$ cat src/rtl/mqc_pkg.sv
// Shared sizes and types for the serial-fed quadrature position counters.
// Assumes a frame of 8 quadrature bits followed by 8 control bits.
package mqc_pkg;
    localparam int QUAD_BITS  = 8;
    localparam int CTRL_BITS  = 8;
    localparam int FRAME_BITS = QUAD_BITS + CTRL_BITS;
    localparam int PH_W       = 2;
    localparam int HI_W       = 6;
    localparam int POS_W      = HI_W + PH_W;
    localparam int NAXIS      = 2;
    localparam int NPORT      = 2;
    localparam int WORD_W     = NAXIS * POS_W;
    localparam int PORT_BITS  = NAXIS * PH_W;

    typedef enum logic [1:0] {
        SQ_IDLE  = 2'd0,
        SQ_LOAD  = 2'd1,
        SQ_SHIFT = 2'd2
    } seq_t;
endpackage

$ cat src/rtl/ser_frame_rx.sv
// Drives the external parallel-to-serial register: a one-cycle capture
// strobe, then FRAME_BITS shift clock pulses of SCLK_HALF low and SCLK_HALF
// high cycles. Samples the data bit on the cycle the shift clock rises and
// stores it by arrival order. Pulses vld_o one cycle after the last sample.
// Assumes the external register shows bit 0 after capture and advances on
// each shift clock rise.
module ser_frame_rx
    import mqc_pkg::*;
#(
    parameter int SCLK_HALF = 2
) (
    input  logic                  clk,
    input  logic                  rst_n,
    output logic                  ld_o,
    output logic                  sclk_o,
    input  logic                  sdat_i,
    output logic [FRAME_BITS-1:0] frame_o,
    output logic                  vld_o
);
    localparam int SUB_N = 2 * SCLK_HALF;
    localparam int SUB_W = (SUB_N > 2) ? $clog2(SUB_N) : 1;
    localparam int IDX_W = $clog2(FRAME_BITS);
    localparam logic [SUB_W-1:0] SUB_LAST = SUB_W'(SUB_N - 1);
    localparam logic [SUB_W-1:0] SUB_RISE = SUB_W'(SCLK_HALF - 1);
    localparam logic [SUB_W-1:0] SUB_HIGH = SUB_W'(SCLK_HALF);
    localparam logic [IDX_W-1:0] IDX_LAST = IDX_W'(FRAME_BITS - 1);

    seq_t                  state_q;
    logic [SUB_W-1:0]      sub_q;
    logic [IDX_W-1:0]      idx_q;
    logic [FRAME_BITS-1:0] shreg_q;
    logic                  done_q;
    logic                  sample;

    assign sample = (state_q == SQ_SHIFT) && (sub_q == SUB_RISE);
    assign ld_o   = (state_q == SQ_LOAD);
    assign sclk_o = (state_q == SQ_SHIFT) && (sub_q >= SUB_HIGH);

    // Frame sequencer: capture, then bit slots of low and high phases.
    always_ff @(posedge clk) begin
        if (!rst_n) begin
            state_q <= SQ_IDLE;
            sub_q   <= '0;
            idx_q   <= '0;
        end else begin
            case (state_q)
                SQ_IDLE: state_q <= SQ_LOAD;
                SQ_LOAD: begin
                    state_q <= SQ_SHIFT;
                    sub_q   <= '0;
                    idx_q   <= '0;
                end
                SQ_SHIFT: begin
                    if (sub_q == SUB_LAST) begin
                        sub_q <= '0;
                        if (idx_q == IDX_LAST) state_q <= SQ_LOAD;
                        else                   idx_q   <= idx_q + 1'b1;
                    end else begin
                        sub_q <= sub_q + 1'b1;
                    end
                end
                default: state_q <= SQ_IDLE;
            endcase
        end
    end

    // Deserializer: store each sampled bit by arrival index, flag frame end.
    always_ff @(posedge clk) begin
        if (!rst_n) begin
            shreg_q <= '0;
            done_q  <= 1'b0;
        end else begin
            if (sample) shreg_q[idx_q] <= sdat_i;
            done_q <= sample && (idx_q == IDX_LAST);
        end
    end

    assign frame_o = shreg_q;
    assign vld_o   = done_q;
endmodule

$ cat src/rtl/quad_axis.sv
// One position value: a six-bit up/down counter over a two-bit Gray phase
// of a quadrature pair. The phase follows the pair on every update. The
// counter steps on a 3->0 (up) or 0->3 (down) phase change. A test load
// overrides the counter but never the phase.
// Assumes upd_i pulses once per completed frame.
module quad_axis
    import mqc_pkg::*;
(
    input  logic             clk,
    input  logic             rst_n,
    input  logic             upd_i,
    input  logic             main_i,
    input  logic             q_i,
    input  logic             ld_i,
    input  logic [HI_W-1:0]  ld_val_i,
    output logic [POS_W-1:0] pos_o
);
    logic [PH_W-1:0] ph_q;
    logic [PH_W-1:0] ph_new;
    logic [HI_W-1:0] cnt_q;
    logic            carry;
    logic            borrow;

    assign ph_new = {q_i, main_i ^ q_i};
    assign carry  = (ph_q == 2'd3) && (ph_new == 2'd0);
    assign borrow = (ph_q == 2'd0) && (ph_new == 2'd3);

    // Phase tracker: copy the Gray form of the pair at each frame.
    always_ff @(posedge clk) begin
        if (!rst_n)     ph_q <= '0;
        else if (upd_i) ph_q <= ph_new;
    end

    // Counter: test load first, otherwise single-step carry or borrow.
    always_ff @(posedge clk) begin
        if (!rst_n) begin
            cnt_q <= '0;
        end else if (ld_i) begin
            cnt_q <= ld_val_i;
        end else if (upd_i) begin
            if (carry)       cnt_q <= cnt_q + 1'b1;
            else if (borrow) cnt_q <= cnt_q - 1'b1;
        end
    end

    assign pos_o = {cnt_q, ph_q};
endmodule

$ cat src/rtl/joy_dir_dec.sv
// Reads a port word as a four-way switch: forward and left come from the
// vertical phase bits, back and right from the horizontal phase bits.
// Output order is {right, back, left, forward}. Purely combinational.
module joy_dir_dec
    import mqc_pkg::*;
(
    input  logic [WORD_W-1:0] word_i,
    output logic [3:0]        dir_o
);
    logic fwd;
    logic lft;
    logic bck;
    logic rgt;
    logic [WORD_W-1:0] word_unused;

    assign lft = word_i[POS_W + 1];
    assign fwd = word_i[POS_W + 1] ^ word_i[POS_W];
    assign rgt = word_i[1];
    assign bck = word_i[1] ^ word_i[0];
    assign word_unused = word_i;
    assign dir_o = {rgt, bck, lft, fwd};
endmodule

$ cat src/rtl/mouse_quad_ctr.sv
// Top: serial frame receiver, four quadrature position axes, two
// direction decoders and the control byte register.
// Assumes frame bits 0..7 carry main/quadrature pairs (h then v, port0
// then port1) and bits 8..15 carry the control byte.
module mouse_quad_ctr
    import mqc_pkg::*;
#(
    parameter int SCLK_HALF = 2
) (
    input  logic        clk,
    input  logic        rst_n,
    output logic        ser_ld_o,
    output logic        ser_clk_o,
    input  logic        ser_dat_i,
    input  logic        tst_we_i,
    input  logic [15:0] tst_dat_i,
    output logic [15:0] port0_word_o,
    output logic [15:0] port1_word_o,
    output logic [3:0]  port0_dir_o,
    output logic [3:0]  port1_dir_o,
    output logic [7:0]  ctrl_byte_o
);
    logic [FRAME_BITS-1:0] frame;
    logic                  frame_vld;
    logic [POS_W-1:0]      pos  [NPORT][NAXIS];
    logic [WORD_W-1:0]     word [NPORT];
    logic [3:0]            dir  [NPORT];
    logic [CTRL_BITS-1:0]  ctrl_q;
    logic [3:0]            tst_unused;

    assign tst_unused = {tst_dat_i[9:8], tst_dat_i[1:0]};

    ser_frame_rx #(.SCLK_HALF(SCLK_HALF)) u_rx (
        .clk     (clk),
        .rst_n   (rst_n),
        .ld_o    (ser_ld_o),
        .sclk_o  (ser_clk_o),
        .sdat_i  (ser_dat_i),
        .frame_o (frame),
        .vld_o   (frame_vld)
    );

    for (genvar p = 0; p < NPORT; p++) begin : g_port
        for (genvar a = 0; a < NAXIS; a++) begin : g_axis
            localparam int BASE = p * PORT_BITS + a * PH_W;
            localparam int LD_LSB = a * POS_W + PH_W;
            quad_axis u_axis (
                .clk      (clk),
                .rst_n    (rst_n),
                .upd_i    (frame_vld),
                .main_i   (frame[BASE]),
                .q_i      (frame[BASE + 1]),
                .ld_i     (tst_we_i),
                .ld_val_i (tst_dat_i[LD_LSB +: HI_W]),
                .pos_o    (pos[p][a])
            );
        end
        assign word[p] = {pos[p][1], pos[p][0]};
        joy_dir_dec u_dec (
            .word_i (word[p]),
            .dir_o  (dir[p])
        );
    end

    // Control byte: latch the trailing frame bits at each frame end.
    always_ff @(posedge clk) begin
        if (!rst_n)         ctrl_q <= '0;
        else if (frame_vld) ctrl_q <= frame[FRAME_BITS-1:QUAD_BITS];
    end

    assign port0_word_o = word[0];
    assign port1_word_o = word[1];
    assign port0_dir_o  = dir[0];
    assign port1_dir_o  = dir[1];
    assign ctrl_byte_o  = ctrl_q;
endmodule

$ cat config.mk
export PLATFORM = sky130hd
export DESIGN_NAME = mouse_quad_ctr
export DESIGN_NICKNAME = d
export VERILOG_FILES = /design/src/rtl/mqc_pkg.sv /design/src/rtl/ser_frame_rx.sv /design/src/rtl/quad_axis.sv /design/src/rtl/joy_dir_dec.sv /design/src/rtl/mouse_quad_ctr.sv
export SDC_FILE = /design/constraint.sdc
export NUM_CORES = 1
export LEC_CHECK = 0
export CORE_MARGIN = 5
export CORE_UTILIZATION = 50
export DETAILED_ROUTE_END_ITERATION = 16
export DONT_BUFFER_PORTS = 1
export SYNTH_ARGS = -nofsm -noshare
export SYNTH_HDL_FRONTEND = slang
export SYNTH_HIERARCHICAL = 1
export SYNTH_SLANG_ARGS = --single-unit
export TNS_END_PERCENT = 30
$ cat constraint.sdc
create_clock -name clk -period 3.8 [get_ports clk]
set_clock_uncertainty 0.1 [all_clocks]
set_input_delay 1.14 -clock clk [delete_from_list [all_inputs] [get_ports clk]]
set_output_delay 1.14 -clock clk [all_outputs]
set_load 0.02 [all_outputs]
# ---- Word level (Yosys, flattened, before mapping)
# Index checks and enable logic that the tools add are counted.
dict set report totals {
  reg_bits 65
  latch_bits 0
  mem_bits_rw 0
  mem_bits_ro 0
  in_bits 20
  elab_cells 111
  memories 0
}
dict set report op_classes {
  addsub 10
  multipliers 0
  div_mod_pow 0
  n_lt_le_gt_ge 3
  n_eq_ne 16
  shifts 0
  mux 27
  bitwise_logic 8
  n_reduce_logical 33
}
# operator count
set ops {}
lappend ops {{$mux W6} 16}
lappend ops {{$add A6 B1 Y6 const B} 4}
lappend ops {{$sub A6 B1 Y6 const B} 4}
lappend ops {{$eq A2 B2 Y1 const B} 10}
lappend ops {{$logic_not A2 Y1} 9}
lappend ops {{$bwmux W16} 1}
lappend ops {{$logic_and A1 B1 Y1} 12}
lappend ops {{$reduce_bool A3 Y1} 4}
lappend ops {{$reduce_and A2 Y1} 5}
lappend ops {{$mux W4} 2}
lappend ops {{$pmux W4 S2} 1}
lappend ops {{$xor A1 B1 Y1} 8}
lappend ops {{$mux W2} 3}
lappend ops {{$ne A2 B2 Y1 const B} 3}
lappend ops {{$pmux W2 S3} 1}
lappend ops {{$lt A4 B5 Y1 const B} 1}
lappend ops {{$add A4 B1 Y4 const B} 1}
lappend ops {{$demux W1 S4} 1}
lappend ops {{$eq A2 B1 Y1 const B} 2}
lappend ops {{$eq A4 B4 Y1 const B} 1}
lappend ops {{$ge A4 B1 Y1 const B} 1}
lappend ops {{$pmux W2 S2} 1}
lappend ops {{$reduce_bool A2 Y1} 2}
lappend ops {{$reduce_and A3 Y1} 1}
lappend ops {{other kinds (3)} 3}

# ---- Logic depth before layout (Yosys ltp)
# Gate-level depths: netlist of the first run.
dict set report depth {
  ltp_word 7
  depth_mapped 10
}

# ---- Modules after synthesis
# The synthesis of the first run kept the hierarchy.
# mod instances cells_per_inst area_per_inst_um2 seq_area_each_um2
set by_module_without_submodules {}
lappend by_module_without_submodules {quad_axis 4 62 574.3 160.2}
lappend by_module_without_submodules {ser_frame_rx 1 154 1307.5 500.5}
lappend by_module_without_submodules {mouse_quad_ctr 1 25 301.5 160.2}
lappend by_module_without_submodules {joy_dir_dec 2 6 47.5 0.0}

# ---- Least setup slack after synthesis of the first run
# OpenSTA, ideal clock, no wires.
dict set report synth_path {
  kind {register -> register}
  startpoint {register g_port[0].g_axis[0].u_axis.ph_q[1]}
  endpoint {register g_port[0].g_axis[0].u_axis.cnt_q[5]}
  arrival_time_ns 2.207
  required_time_ns 3.626
  setup_slack_ns 1.418
  stages_incl_launch_ff 9
  path_buffers 0
  path_cell_list {dfxtp_1 -> and3_4 -> inv_2 -> ha_1 -> a211oi_1 -> nor2_2 -> mux2i_1 -> or4_1 -> a31oi_1}
}
dict set report synth_between {
  elab_chain_len 5
  elab_cells_between_ends 9
}
# element line
set synth_lines {}
lappend synth_lines {{start: declaration} quad_axis.sv:18} ;# logic [PH_W-1:0] ph_q;
lappend synth_lines {{start signal: assignment} quad_axis.sv:31} ;# else if (upd_i) ph_q <= ph_new;
lappend synth_lines {{$eq A2 B2 Y1} quad_axis.sv:25} ;# assign carry = (ph_q == 2'd3) && (ph_new == 2'd0);
lappend synth_lines {{$logic_and A1 B1 Y1} quad_axis.sv:25}
lappend synth_lines {{$mux W6} quad_axis.sv:41} ;# if (carry) cnt_q <= cnt_q + 1'b1;
lappend synth_lines {{$mux W6} quad_axis.sv:40} ;# end else if (upd_i) begin
lappend synth_lines {{$mux W6} quad_axis.sv:38} ;# end else if (ld_i) begin
lappend synth_lines {{end signal: assignment} quad_axis.sv:39} ;# cnt_q <= ld_val_i;
lappend synth_lines {{end signal: assignment} quad_axis.sv:41}
lappend synth_lines {{end signal: assignment} quad_axis.sv:42} ;# else if (borrow) cnt_q <= cnt_q - 1'b1;
lappend synth_lines {{end: declaration} quad_axis.sv:20} ;# logic [HI_W-1:0] cnt_q;
# Parallel ways exist; a longest one is shown, timed or not. The select of a mux whose other input is x is not followed.
# A chain may end at the register's enable or synchronous reset.

# ---- Final worst setup path of the first run
dict set report layout_path {
  startpoint {register u_rx.state_q[0]}
  endpoint {output ser_clk_o}
}
dict set report layout_between {
  elab_chain_len 2
}
# element line
set layout_lines {}
lappend layout_lines {{start: declaration} ser_frame_rx.sv:28} ;# seq_t state_q;
lappend layout_lines {{start signal: assignment} ser_frame_rx.sv:42} ;# state_q <= SQ_IDLE;
lappend layout_lines {{start signal: assignment} ser_frame_rx.sv:47} ;# SQ_IDLE: state_q <= SQ_LOAD;
lappend layout_lines {{start signal: assignment} ser_frame_rx.sv:49} ;# state_q <= SQ_SHIFT;
lappend layout_lines {{$eq A2 B2 Y1} ser_frame_rx.sv:37} ;# assign sclk_o = (state_q == SQ_SHIFT) && (sub_q >= SUB_HIGH);
lappend layout_lines {{$logic_and A1 B1 Y1} ser_frame_rx.sv:37}
lappend layout_lines {{end: declaration} mouse_quad_ctr.sv:13} ;# output logic ser_clk_o,
# No other way between the ends.

==> results of run 1 <==
-- registers in the layout, indices dropped and copies added (netlist names) --
register,cells
g_port.g_axis.u_axis/cnt_q,24
u_rx/frame_o,16
g_port.g_axis.u_axis/ph_q,8
u_rx/sub_q,2
u_rx/state_q,2
u_rx/idx_q,4
u_rx/vld_o,1
ctrl_byte_o,8
-- logic make-up (layout without fill, tap and decap cells) --
kind of cell               count (synthesis)  count (layout)  synth area share
muxes                                     32              32           0.08130
DFF                                       65              65            0.3252
and+or+nand+nor                          116             116            0.1707
xor gates and xnor gates                  16              16           0.03502
AOI/OAI and AO/OA                        128             128            0.2014
adders and majority gates                 41              41            0.1357
buffers and inverters                     41              42           0.05065
-- placed cells by master, fill, tap and decap left out, types with 3 or more instances in the layout --
cell,instances
inv_2,4
and3_1,4
o21ai_2,4
clkbuf_8,10
a21o_1,4
a21oi_1,35
o21ai_1,4
nand2_1,22
a31oi_1,4
nor2b_1,18
xor2_1,16
a21o_2,4
o31ai_1,10
nor2_2,4
or3_2,4
and3_4,4
and2_1,10
mux2i_1,31
nand3_1,22
fa_1,4
or4_1,4
inv_1,20
a211oi_1,9
or3_1,5
o21ai_0,37
ha_1,37
o211a_1,12
nand2b_1,4
nand4_1,3
dfxtp_1,65
nor3b_1,4
-- routing by layer --
metal  vias up  GRT usage
met2        54     0.2872
met5         -          0
li1       1579          -
met4         0    0.05987
met3        10    0.04208
met1      1407     0.2108
-- stage by stage --
step                      utilization  setup slack, ps  instance area, sq um  hold WS (ps)
after global placement         0.5190             1117                  4031         368.6
after detailed placement       0.5190             1052                  4031         372.2
after floorplan                     -             1418                  4001         353.6
after global routing           0.5454            788.6                  4237         403.3
after CTS                      0.5454            887.2                  4237         383.1
final                          0.5454            891.1                  4237         381.9
-- cell type report --
cell class	instances	area, sq um	area share
Clock inverter	6	67.56	0.01595
Inverter	24	90.09	0.02126
Sequential cell	65	1301	0.3071
Clock buffer	10	137.6	0.03249
Multi-Input combinational cell	333	2497	0.5895
Tap cell	102	127.6	0.03012
Timing Repair Buffer	2	15.01	0.003544
-- power by group through the flow --
stage	clock [mW]	combinational, mW	sequential (mW)
2_1_floorplan	0	0.234	0.773
3_3_place_gp	0	0.262	0.782
3_5_place_dp	0	0.267	0.784
4_1_cts	0.625	0.269	0.767
5_1_grt	0.657	0.300	0.774
6_report	0.607	0.267	0.767
-- path summary, 6_finish.rpt --
| kind | startpoint | end | slack [ps] |
|---|---|---|---|
| setup reg to reg | g_port[1].g_axis[1].u_axis/ph_q[1] | g_port[1].g_axis[1].u_axis/cnt_q[5] | 1060 |
| hold / removal | u_rx/frame_o[2] | u_rx/frame_o[2] | 380 |
| hold reg to reg | u_rx/frame_o[2] | u_rx/frame_o[2] | 380 |
| setup / recovery | u_rx/state_q[0] | ser_clk_o | 890 |
-- worst register-to-register path, cell delays in order, from the launching register on --
cell and delay, ps:
dfxtp_1 690, and3_4 320, inv_2 90, ha_1 290, a211oi_1 290, nor2_2 80
mux2i_1 140, or4_1 510, a31oi_1 160
==> summary.txt, run 1 <==
==============================================================================
Outcome                                                           complete, no violations
Commonest cells in the synthesized netlist                        dfxtp_1, ha_1, o21ai_0
Clk_lat worst skew                                                      340 ps
Synthesized netlist net count                                              500
Max Transition Viols Final                                                   0
Vias in the first global route                                            2871
Required time of the critical path                                     2560 ps
Clock slew at reported path FFs                                          70 ps
Worst min path class                                              flip-flop to flip-flop
Shortest clock period the worst path allows after layout               2909 ps
Iteration-0 DRC Markers                                                     88
Largest net degree at the start of global routing                           49
Combinational group share of total power                                 0.163
Root buffer cell                                                      clkbuf_8
Pint                                                                  1.153 mW
Detail Route Antenna Nets                                                    0
Layout area overhead                                                    5.879%
Worst Tran Pin Value                                                  695.2 ps
Quantity of gates resized following cts                                      0
Synth Instances                                                            439
Routed metal-1 wire length                                             3806 um
Full die area                                                       9891 sq um
IO buf count                                                                 0
Area of the core                                                    7767 sq um
Pleak                                                                 1.699 nW
CTS tree                                                                   yes
Die Width                                                             99.46 um
Yosys warning count                                                          6
Top_reg_cell synth                                                     dfxtp_1
Post-detailed-route wirelength per cell                               15.26 um
Async SR Flop Fraction                                                       0
Slowest cell on crit path                                                 ha_1
Hold Path Stages                                                             2
Final setup vio count                                                        0
Final layout net count                                                     496
Total met2 wirelength after detailed routing                           3910 um
Summed instance area of the synthesized netlist                     4001 sq um
Cell family with most CP delay                                     adder cells
Number of antenna cells inserted                                             0
DR vias                                                                   3050
Number of design rule violations left after detail routing                   0
Number of stages on the worst setup path                                     3
Share of synthesized area occupied by flip-flops and latches            0.3252
Unrepaired setup endpoints after global routing                          false
Top routing layer in use                                                  met4
Buffers plus inverters on the worst setup path                               1
Setup TNS                                                                 0 ps
Pwr/cell area                                                     387.3 nW/um^2
CTS HTree Levels                                                             3
Worst IR Drop VDD                                                  0.0002285 V
Critical Path AT                                                       1670 ps
Drt via density                                                          5.627
Placed Cells incl. Taps                                                    526
Met3 wirelength from detailed routing                                   448 um
Number of buffers between clock root and the deepest sink                    2
Switching share of total power                                          0.2973
Leading area contributor after synthesis                               dfxtp_1
FILL cells                                                                 766
Total grt overflow                                                           0
Kind of end point of the critical path                            primary output
Sequential share of power                                                0.467
Vertical die dimension                                                99.46 um
Cells on worst reg2reg path                                                  8
Number of placement rows                                                    32
Overall Global Routing Usage                                            0.1702
Post-synthesis average cell area                                   9.115 sq um
Number of post-CTS setup repair buffers                                      0
Number of buffers added by the clock tree synthesis step                     9
Biggest area contributors in the synthesized netlist              dfxtp_1, ha_1, mux2i_1
Number of cells in the finished layout apart from fillers                  542
Critical Path, Cell by Cell                                       inv_1, ha_1, o21a_1
Final total power                                                     1.641 mW
Number of I/O pins                                                          70
Final clock period utilization by the worst path                        0.7655
Maximum capacitance violations                                               0
Switching component of the power                                      487.9 uW
Detailed Route WL                                                      8272 um
Library cells used by synthesis                                             47
Max transition margin                                                   0.5360
Kind of launch point of the worst setup path                         flip-flop
Post-DP HPWL                                                           5935 um
Post-synth top area share                                               0.3252
Number of enable-type register cells in the synthesized netlist              0
Antenna violations before repair                                             0
#FFs+latches synth                                                          65
Sink Count                                                                  65
Worst stage delay on the critical path                                  530 ps
Path type of the worst setup path                                 flip-flop to primary output
# hold bufs at CTS                                                           0
RePlAce Congestion                                                      0.8335
Most common cell in the netlist                                        dfxtp_1
Share of total power in the clock network                                0.370
Achievable Freq                                                      343.8 MHz
Total iterations of the first detailed-routing run                           4
Final hold violation count                                                   0
Biggest fanout along the worst timing path                                  18
Initial core utilization                                                0.5151
Fraction of layout instances using a drive strength above 1             0.1045
Global-route wire length before repair                                13740 um
==============================================================================
No activity file was read; power rests on OpenSTA's default activity.
==> run 2: changes to the inputs <==
==> constraint.sdc (replaced) <==
create_clock -name clk -period 2.95 [get_ports clk]
set_clock_uncertainty 0.1 [all_clocks]
set_input_delay 0.885 -clock clk [delete_from_list [all_inputs] [get_ports clk]]
set_output_delay 0.885 -clock clk [all_outputs]
set_load 0.02 [all_outputs]
==> summary.txt, run 2 (synthesis gave the netlist of run 1 again) <==
==================================================================================
Outcome                                                               complete, no violations
Critical Path AT                                                           2750 ps   +1080 ps
RePlAce Congestion                                                          0.8319   -0.19%
Initial core utilization                                                    0.5151   unchanged
Shortest clock period the worst path allows after layout                   2594 ps
Worst IR Drop VDD                                                      0.0002873 V   +26%
Switching component of the power                                          639.7 uW   +31%
Vias in the first global route                                                3077   +7.2%
Post-detailed-route wirelength per cell                                   15.71 um   +3.0%
Number of design rule violations left after detail routing                       0   unchanged
Largest net degree at the start of global routing                               49   unchanged
Worst Hold Slack                                                          377.6 ps   -4.234 ps
Vertical die dimension                                                    99.46 um   unchanged
Number of I/O pins                                                              70   unchanged
# hold bufs at CTS                                                               0   unchanged
Kind of launch point of the worst setup path                             flip-flop
Area taken by flip-flops and latches                                    1301 sq um   unchanged
Switching share of total power                                              0.3171   +0.01979
Max Transition Viols Final                                                       0   unchanged
Detailed Route WL                                                          8642 um   +4.5%
Antenna violations before repair                                                 0   unchanged
Worst stage delay on the critical path                                      500 ps   -30 ps
Slowest cell on crit path                                                    or4_1
Pint                                                                      1.377 mW   +19%
Most used cells in the layout excluding fill and tap cells            dfxtp_1, o21ai_0, ha_1
Number of placement rows                                                        32   unchanged
Largest reg by FF count                                               g_port.g_axis.u_axis/cnt_q
Number of post-CTS setup repair buffers                                          0   unchanged
Share of total power in the clock network                                    0.334   -0.036
DR vias                                                                       3124   +2.4%
Required time of the critical path                                         3110 ps   +550 ps
Start of the worst register-to-register path                          u_rx/frame_o[5]
Total iterations of the first detailed-routing run                               4   unchanged
Drt via density                                                              5.680   +0.94%
Final layout net count                                                         504   +1.6%
Most common cell after layout, fill and taps aside                         dfxtp_1
Critical Path, Cell by Cell                                           inv_1, ha_1, and3_4, inv_2, ha_1, a211oi_1, nor2_2, mux2i_1, or4_1, a31oi_1
Sink Count                                                                      65   unchanged
Worst path most repeated cell                                                 ha_1
Clk_lat worst skew                                                          340 ps   about the same
Maximum capacitance violations                                                   0   unchanged
Setup TNS                                                                     0 ps   unchanged
Cells on worst reg2reg path                                                     10   +2
Pwr/cell area                                                         473.4 nW/um^2   +22%
Launching element of the worst setup path                             u_rx/frame_o[5]
Total grt overflow                                                               0   unchanged
Number of buffers added by the clock tree synthesis step                         9   unchanged
Combinational group share of total power                                     0.176   +0.013
Global-route wire length before repair                                    14560 um   +5.9%
Overall Global Routing Usage                                                0.1790   +0.008796
FILL cells                                                                     751   -2.0%
Layout area overhead                                                        6.504%
Unrepaired setup endpoints after global routing                              false
Final hold violation count                                                       0   unchanged
Max transition margin                                                       0.5485   +0.01246
Hold path startpoint                                                  u_rx/frame_o[2]
Final clock period utilization by the worst path                            0.8794
Kind of end point of the critical path                                   flip-flop
Number of buffers between clock root and the deepest sink                        2   unchanged
Post-DP HPWL                                                               6240 um   +5.1%
CTS HTree Levels                                                                 3   unchanged
Iteration-0 DRC Markers                                                         97   +10%
Worst min path class                                                  flip-flop to flip-flop
Path type of the worst setup path                                     flip-flop to flip-flop
Fraction of layout instances using a drive strength above 1                 0.1205   +0.01599
Die Width                                                                 99.46 um   unchanged
Sequential share of power                                                    0.489   +0.022
Pleak                                                                     1.725 nW   +1.6%
Detail Route Antenna Nets                                                        0   unchanged
CTS tree                                                                       yes
Biggest fanout along the worst timing path                                       9   -9
Worst Tran Pin Value                                                      676.5 ps   -18.68 ps
Number of antenna cells inserted                                                 0   unchanged
Clock slew at reported path FFs                                              80 ps   about the same
Root buffer cell                                                          clkbuf_8
Quantity of gates resized following cts                                          0   unchanged
Footprint of the multi-input gates                                      2497 sq um   unchanged
Hold Path Stages                                                                 2   unchanged
Full die area                                                           9891 sq um   unchanged
Flip-flop count of the largest register, all copies and words added             24   unchanged
Final setup vio count                                                            0   unchanged
IO buf count                                                                     0   unchanged
Area of the core                                                        7767 sq um   unchanged
Achievable Freq                                                          385.5 MHz
==================================================================================
-- run 2: changes by cell type in the layout (fill, tap and decap cells not counted) --
cell and change:
inv_6 +1, clkinvlp_4 +1, clkinv_4 -2, clkinv_2 +2, bufinv_16 -1, clkbuf_8 -1
buf_4 +8
-- run 2: area by class of cell --
type | count | area share
Clock buffer | 9 | 0.02907
Clock inverter | 7 | 0.01086
Inverter | 24 | 0.02114
Multi-Input combinational cell | 333 | 0.5860
Sequential cell | 65 | 0.3053
Tap cell | 102 | 0.02995
Timing Repair Buffer | 10 | 0.01762
-- run 2: metal layers --
| layer | vias to the layer above | wire length (um) | global-route usage |
|---|---|---|---|
| li1 | 1590 | - | - |
| met1 | 1472 | 3957 | 0.2198 |
| met2 | 57 | 4199 | 0.3068 |
| met3 | 5 | 430 | 0.04208 |
| met4 | 0 | 56 | 0.06092 |
| met5 | - | 0 | 0 |
-- run 2: critical path: cells and delay by family (launching register included) --
kind | cells | cell delay [ps]
AOI/OAI and AO/OA | 2 | 500
adders and majority gates | 2 | 430
buffers and inverters | 2 | 190
DFF | 1 | 380
muxes | 1 | 140
and+or+nand+nor | 3 | 780
-- run 2: through the flow --
stage                     utilization  setup WS (ps)  power [mW]  area (sq um)  std cells
after floorplan                     -          568.4       1.298          4001        439
after global placement         0.5267          456.3       1.351          4091        534
after detailed placement       0.5267          342.4       1.362          4091        534
after CTS                      0.5486          329.6       2.046          4262        550
after global routing           0.5486          214.1       2.140          4262        550
final                          0.5486          355.6       2.017          4262        550
-- run 2: worst paths after layout --
path | end | slack, ps
worst max-delay path | g_port[1].g_axis[0].u_axis/cnt_q[5] | 360
worst min-delay path | u_rx/frame_o[2] | 380
worst max register to register | g_port[1].g_axis[0].u_axis/cnt_q[5] | 360
worst min register to register | u_rx/frame_o[2] | 380
-- run 2: power by group through the flow --
stage | registers [mW] | clock network, mW | logic, mW
floorplan | 0.996 | 0 | 0.302
global placement | 1.01 | 0 | 0.343
detailed placement | 1.01 | 0 | 0.353
CTS | 0.989 | 0.701 | 0.356
global route | 0.996 | 0.743 | 0.402
finish | 0.987 | 0.674 | 0.356
